### src/rtl/rk_pkg.sv
package rk_pkg;
    typedef enum logic [1:0] {
        ST_EMPTY   = 2'd0,
        ST_FILLING = 2'd1,
        ST_FULL    = 2'd2
    } fill_state_e;
endpackage

### src/rtl/rk_compare.sv
module rk_compare #(
    parameter int K      = 15,
    parameter int DIST_W = 32
) (
    input  logic [K-1:0]             slot_vld,
    input  logic [K-1:0][DIST_W-1:0] slot_dist,
    input  logic [DIST_W-1:0]        cand_dist,
    output logic [K-1:0]             beats,
    output logic                     ins_any
);
    // A slot is beaten when it is empty or holds a strictly larger distance.
    // Strict compare keeps the earlier arrival ahead on ties.
    for (genvar g = 0; g < K; g++) begin : g_cmp
        assign beats[g] = !slot_vld[g] || (cand_dist < slot_dist[g]);
    end

    assign ins_any = |beats;
endmodule

### src/rtl/rk_store.sv
module rk_store #(
    parameter int K      = 15,
    parameter int DIST_W = 32,
    parameter int ID_W   = 16
) (
    input  logic                     clk,
    input  logic                     rst_n,
    input  logic                     clr,
    input  logic                     ins_en,
    input  logic [K-1:0]             beats,
    input  logic [DIST_W-1:0]        cand_dist,
    input  logic [ID_W-1:0]          cand_id,
    output logic [K-1:0]             slot_vld,
    output logic [K-1:0][DIST_W-1:0] slot_dist,
    output logic [K-1:0][ID_W-1:0]   slot_id
);
    logic [K-1:0]             nxt_vld;
    logic [K-1:0][DIST_W-1:0] nxt_dist;
    logic [K-1:0][ID_W-1:0]   nxt_id;

    // The beaten mask is a suffix: the first set bit takes the candidate,
    // the later set bits take their upper neighbour, the last entry falls off.
    always_comb begin
        nxt_vld  = slot_vld;
        nxt_dist = slot_dist;
        nxt_id   = slot_id;
        if (beats[0]) begin
            nxt_vld[0]  = 1'b1;
            nxt_dist[0] = cand_dist;
            nxt_id[0]   = cand_id;
        end
        for (int i = 1; i < K; i++) begin
            if (beats[i]) begin
                if (beats[i-1]) begin
                    nxt_vld[i]  = slot_vld[i-1];
                    nxt_dist[i] = slot_dist[i-1];
                    nxt_id[i]   = slot_id[i-1];
                end else begin
                    nxt_vld[i]  = 1'b1;
                    nxt_dist[i] = cand_dist;
                    nxt_id[i]   = cand_id;
                end
            end
        end
    end

    always_ff @(posedge clk) begin
        if (!rst_n) begin
            slot_vld  <= '0;
            slot_dist <= '0;
            slot_id   <= '0;
        end else if (clr) begin
            slot_vld  <= '0;
        end else if (ins_en) begin
            slot_vld  <= nxt_vld;
            slot_dist <= nxt_dist;
            slot_id   <= nxt_id;
        end
    end

    for (genvar g = 0; g < K - 1; g++) begin : g_chk
        // valid neighbours never descend in distance
        p_sorted_r2: assert property (@(posedge clk) disable iff (!rst_n)
            slot_vld[g+1] |-> (slot_dist[g] <= slot_dist[g+1]));
        // valid entries form an unbroken run from rank 0
        p_prefix_r2: assert property (@(posedge clk) disable iff (!rst_n)
            !slot_vld[g] |-> !slot_vld[g+1]);
    end
endmodule

### src/rtl/rk_fsm.sv
module rk_fsm
    import rk_pkg::*;
#(
    parameter int K  = 15,
    parameter int CW = $clog2(K + 1)
) (
    input  logic          clk,
    input  logic          rst_n,
    input  logic          clr,
    input  logic          accept,
    output logic [CW-1:0] fill_cnt,
    output fill_state_e   state
);
    localparam logic [CW-1:0] K_CNT = CW'(K);

    fill_state_e   state_q, state_d;
    logic [CW-1:0] cnt_q, cnt_d;

    always_comb begin
        state_d = state_q;
        cnt_d   = cnt_q;
        if (clr) begin
            state_d = ST_EMPTY;
            cnt_d   = '0;
        end else if (accept) begin
            unique case (state_q)
                ST_EMPTY: begin
                    cnt_d   = cnt_q + 1'b1;
                    state_d = (cnt_d == K_CNT) ? ST_FULL : ST_FILLING;
                end
                ST_FILLING: begin
                    cnt_d   = cnt_q + 1'b1;
                    state_d = (cnt_d == K_CNT) ? ST_FULL : ST_FILLING;
                end
                ST_FULL: begin
                    cnt_d   = cnt_q;
                    state_d = ST_FULL;
                end
                default: begin
                    cnt_d   = '0;
                    state_d = ST_EMPTY;
                end
            endcase
        end
    end

    always_ff @(posedge clk) begin
        if (!rst_n) begin
            state_q <= ST_EMPTY;
            cnt_q   <= '0;
        end else begin
            state_q <= state_d;
            cnt_q   <= cnt_d;
        end
    end

    always_comb begin
        fill_cnt = cnt_q;
        state    = state_q;
    end

    // the empty state always reports a zero count
    p_empty_zero_r1: assert property (@(posedge clk) disable iff (!rst_n)
        (state_q == ST_EMPTY) |-> (cnt_q == '0));
    // the full state always reports K entries
    p_full_count_r7: assert property (@(posedge clk) disable iff (!rst_n)
        (state_q == ST_FULL) |-> (cnt_q == K_CNT));
endmodule

### src/rtl/rank_keeper.sv
module rank_keeper
    import rk_pkg::*;
#(
    parameter int K      = 15,
    parameter int DIST_W = 32,
    parameter int ID_W   = 16,
    parameter int RW     = $clog2(K),
    parameter int CW     = $clog2(K + 1)
) (
    input  logic              clk,
    input  logic              rst_n,
    input  logic              clr_i,
    input  logic              cand_vld_i,
    input  logic [DIST_W-1:0] cand_dist_i,
    input  logic [ID_W-1:0]   cand_id_i,
    input  logic [RW-1:0]     rd_rank_i,
    output logic              rd_hit_o,
    output logic [DIST_W-1:0] rd_dist_o,
    output logic [ID_W-1:0]   rd_id_o,
    output logic [CW-1:0]     fill_cnt_o
);
    localparam logic [CW-1:0] K_CNT  = CW'(K);
    localparam logic [RW:0]   K_RANK = (RW + 1)'(K);

    logic [K-1:0]             slot_vld;
    logic [K-1:0][DIST_W-1:0] slot_dist;
    logic [K-1:0][ID_W-1:0]   slot_id;
    logic [K-1:0]             beats;
    logic                     ins_any;
    logic                     ins_en;
    fill_state_e              state;

    assign ins_en = cand_vld_i && !clr_i;

    rk_compare #(.K(K), .DIST_W(DIST_W)) u_cmp (
        .slot_vld  (slot_vld),
        .slot_dist (slot_dist),
        .cand_dist (cand_dist_i),
        .beats     (beats),
        .ins_any   (ins_any)
    );

    rk_store #(.K(K), .DIST_W(DIST_W), .ID_W(ID_W)) u_store (
        .clk       (clk),
        .rst_n     (rst_n),
        .clr       (clr_i),
        .ins_en    (ins_en),
        .beats     (beats),
        .cand_dist (cand_dist_i),
        .cand_id   (cand_id_i),
        .slot_vld  (slot_vld),
        .slot_dist (slot_dist),
        .slot_id   (slot_id)
    );

    rk_fsm #(.K(K), .CW(CW)) u_fsm (
        .clk      (clk),
        .rst_n    (rst_n),
        .clr      (clr_i),
        .accept   (ins_en && ins_any),
        .fill_cnt (fill_cnt_o),
        .state    (state)
    );

    // Registered read port; an index past the list returns an empty result.
    always_ff @(posedge clk) begin
        if (!rst_n) begin
            rd_hit_o  <= 1'b0;
            rd_dist_o <= '0;
            rd_id_o   <= '0;
        end else if ({1'b0, rd_rank_i} < K_RANK) begin
            rd_hit_o  <= slot_vld[rd_rank_i];
            rd_dist_o <= slot_dist[rd_rank_i];
            rd_id_o   <= slot_id[rd_rank_i];
        end else begin
            rd_hit_o  <= 1'b0;
            rd_dist_o <= '0;
            rd_id_o   <= '0;
        end
    end

    // a clear empties the list by the next edge
    p_clear_empty_r1: assert property (@(posedge clk) disable iff (!rst_n)
        clr_i |=> (fill_cnt_o == '0));
    // a candidate is never lost while the list has room
    p_no_drop_r3: assert property (@(posedge clk) disable iff (!rst_n)
        (cand_vld_i && !clr_i && fill_cnt_o != K_CNT)
            |=> (fill_cnt_o == $past(fill_cnt_o) + 1'b1));
    // a full list stays full until cleared
    p_full_hold_r7: assert property (@(posedge clk) disable iff (!rst_n)
        (fill_cnt_o == K_CNT && !clr_i) |=> (fill_cnt_o == K_CNT));
    // a losing candidate on a full list changes nothing
    p_reject_keep_r5: assert property (@(posedge clk) disable iff (!rst_n)
        (cand_vld_i && !clr_i && fill_cnt_o == K_CNT && cand_dist_i >= slot_dist[K-1])
            |=> ($stable(slot_dist) && $stable(slot_id)));
    // an index past the list reads as a miss
    p_rd_oob_r9: assert property (@(posedge clk) disable iff (!rst_n)
        ({1'b0, rd_rank_i} >= K_RANK) |=> !rd_hit_o);
endmodule

### config.mk
export PLATFORM = sky130hd
export DESIGN_NAME = rank_keeper
export DESIGN_NICKNAME = d
export VERILOG_FILES = /design/src/rtl/rk_pkg.sv /design/src/rtl/rk_compare.sv /design/src/rtl/rk_store.sv /design/src/rtl/rk_fsm.sv /design/src/rtl/rank_keeper.sv
export SDC_FILE = /design/constraint.sdc
export NUM_CORES = 2
export LEC_CHECK = 0
export BUFFER_PORTS_ARGS = -buffer_cell sky130_fd_sc_hd__buf_2
export CORE_MARGIN = 4
export CORE_UTILIZATION = 45
export CTS_CLUSTER_SIZE = 12
export DETAILED_ROUTE_END_ITERATION = 10
export PLACE_DENSITY_LB_ADDON = 0.08
export SLEW_MARGIN = 10
export SYNTH_ARGS = -nofsm -noshare
export SYNTH_HDL_FRONTEND = slang
export SYNTH_SLANG_ARGS = --single-unit
### constraint.sdc
create_clock -name clk -period 3 [get_ports clk]
set_input_delay 0.3 -clock clk [delete_from_list [all_inputs] [get_ports clk]]
set_output_delay 0.3 -clock clk [all_outputs]
set_load 0.05 [all_outputs]
==> flow_metrics.tcl <==
set metrics [dict create \
    ys.warnings.count 0 \
    drt_iter0_markers 4531 \
    drt_pass1_iterations 6 \
    dp_slack_ns -1.71 \
    grt_max_degree 137 \
    grt_first_pass_wirelength_um 302000 \
    failed_checks "negative setup slack" \
    cts.sinks 790 \
    drt-total-wl_um 217000 \
    setup_ws_ns -0.765 \
    p_per_area_nw_per_um2 469 \
    crit_required_ns 3.59 \
    slew_viol_final 0 \
    cts-root-buf "clkbuf_16" \
    routed.top_layer "met5" \
    grt_overflow_total 0 \
    drc 0 \
    multi_input_area_um2 34600 \
    nFillCells 9294 \
    track_usage 0.329 \
    die-area_um2 119000 \
    seqCellArea_um2 15900 \
    skew_ns 0.0368 \
    fin_setup_tns_ns -173.34 \
    setup_viol 419 \
    initial_utilization 0.454 \
    syn_to_final_growth_pct 36.8 \
    critPathMostFrequentCell "buf_6" \
    ys_seq_area_frac 0.309 \
    cp-end-kind "flop" \
    placedInstanceArea_um2 59700 \
    status "finished, violations left" \
    leakagePower_nw 35.2 \
    synth_top_flop_cell "dfxtp_1" \
    rsz0062_at_grt "true" \
    syn_avg_cell_area_um2 9.23 \
    hpwl_um 129000 \
    synth_edf_count 0 \
    vdd_drop_max_mv 0.690 \
    clockBufferDepth 3 \
    critPathSlowestCell "or4_4" \
    ant_nets 0 \
    min_period_over_period 1.25 \
    cts_tree "built" \
    wl_per_cell_um 27.2 \
    hp-class "input port to flop" \
    fmax_mhz 266 \
    holdWs_ns 0.0445 \
    antenna_found_initial 8 \
    cp-start-kind "flop" \
    num-nets-final 6917 \
    die_w_um 345 \
    vias_per_cell 6.05 \
    finalCriticalPeriod_ns 3.76 \
    crit_path_max_fanout 5 \
    worstPathArrival_ns 4.36 \
    htreeDepth 3 \
    crit_chain "inv_2 -> ha_4 -> nand4_1 -> nand3b_1 -> or4_4 -> o2111ai_4 -> buf_6 -> a2111o_1 -> a41oi_4 -> buf_6 -> and2_4 -> buf_12 -> clkbuf_16 -> o211a_1" \
    slew_headroom 0.307 \
    clk_pin_slew_ns 0.06 \
    syn_area_um2 51200 \
    core_um2 113000 \
    routed-wl-met2_um 95800 \
    rows 123 \
    drt-met1-wl_um 91300 \
    finalHoldViolations 0 \
    die_h_um 345 \
    final_area_um2 70100 \
    drive_gt1_frac 0.311 \
    ios 109 \
    syn-instance-count 5551 \
    clock_latency_ns 0.72 \
    synth_fp_nets 6074 \
    vias 48300 \
    critPathMaxStageDelay_ns 0.57 \
    place.gp.congestion 0.894 \
    worstMarginPinSlew_ns 1.04 \
    wl_met3_um 17700 \
    grt_pass1_vias 45500 \
    cap_violations 0 \
    ys_seq_elements 790 \
    yosysUniqueCellTypes 58 \
    critPathKind "flop to flop" \
    cts_buffers 96 \
    ys_async_sr_fraction 0 \
    io_buffers 108 \
]
logic make-up after synthesis:
family                     share of synthesized area
buffers and inverters                         0.0695
adders and majority gates                      0.114
muxes                                          0.209
AOI/OAI and AO/OA                              0.192
DFF                                            0.309
and+or+nand+nor                                0.107
critical path: cells and delay by family, from the launching register on:
family	cells	cell delay (ns)
AND/OR/NAND/NOR	4	1.44
AO/OA/AOI/OAI	4	0.83
buffers and inverters	5	0.75
flip-flops	1	0.33
adder cells (fa/ha/maj)	1	0.26
worst paths after layout:
| check | from | depth (start not counted) | slack (ns) | endpoint |
|---|---|---|---|---|
| max | u_store.slot_dist[46] | 14 | -0.76 | u_store.slot_id[27] |
| min reg2reg | u_store.slot_id[2] | 2 | 0.48 | u_store.slot_id[2] |
| max reg2reg | u_store.slot_dist[46] | 14 | -0.76 | u_store.slot_id[27] |
| min | cand_id_i[9] | 3 | 0.04 | u_store.slot_id[9] |
cells in the mapped netlist, types with 20 or more instances:
master	number	area (um^2)
o211a_1	425	4250
buf_2	41	205
inv_1	485	1820
a311oi_1	32	280
nor3_1	23	115
clkbuf_1	356	1340
a211oi_1	240	1800
nand4_1	61	382
buf_1	48	180
a21oi_1	164	821
o21ai_0	127	636
dfxtp_1	790	15800
nand3_1	38	190
o211ai_1	69	518
nand2_1	721	2710
nor2_1	307	1150
a21boi_0	42	315
a21o_1	69	518
nor2b_1	62	388
ha_1	467	5840
and4_1	20	175
mux4_2	196	4410
mux2i_1	628	6290
power by group:
part | internal [mW] | switching [mW]
Clock | 7.01 | 5.17
Sequential | 11.2 | 0.508
Combinational | 4.15 | 4.83
Total | 22.4 | 10.5
final cells by class:
cell class / count / share of cell area
clock inverter: 31 / 0.00548
multi-input combinational: 3829 / 0.493
clock buffer: 144 / 0.0406
tap: 1500 / 0.0268
sequential: 790 / 0.227
timing repair buffer: 1191 / 0.181
inverter: 486 / 0.0261
antenna: 4 / 0.000143
repair_timing:
item / in CTS / in global routing
endpoints found under the hold margin: 36 / 0
hold buffers: 17 / 0
cloned: 71 / 33
endpoints found under the setup margin: 711 / 720
setup buffers: 95 / 67
pin swaps: 113 / 102
gates resized for setup: 494 / 375
per-layer routing:
layer | up-vias | track usage
li1 | 21900 | -
met1 | 23900 | 0.449
met2 | 2016 | 0.524
met3 | 498 | 0.0513
met4 | 6 | 0.130
met5 | - | 0
sequential cells by signal, indices dropped and copies added (netlist names):
signal             flops
u_store.slot_dist    480
u_store.slot_id      240
rd_dist_o             32
rd_id_o               16
u_store.slot_vld      15
u_fsm.fill_cnt         4
u_fsm.state            2
rd_hit_o               1
layout by cell type, fill, tap and decap left out, types with 58 or more instances in the layout:
cell type  instances
buf_16            69
mux4_2           196
ha_1             430
o211a_1          424
dfxtp_1          742
a21o_1            68
nand4_1           61
nand2_1          669
nor2b_1           60
buf_2            103
mux2i_1          610
a211oi_1         151
buf_12           137
o211ai_1          69
nor2_4            58
a211oi_2          87
buf_6             59
buf_4            761
clkbuf_16        122
a21oi_1          134
o21ai_0          110
inv_1            459
nor2_1           225
through the flow:
step           cells  utilization  power, mW
6_report        7975        0.621       32.9
5_1_grt         7971        0.621       34.0
4_1_cts         7908        0.602       32.3
3_5_place_dp    7560        0.529       19.1
3_3_place_gp    7560        0.529       19.0
2_1_floorplan   5551            -       15.9
(Power assumes the default switching activity.)
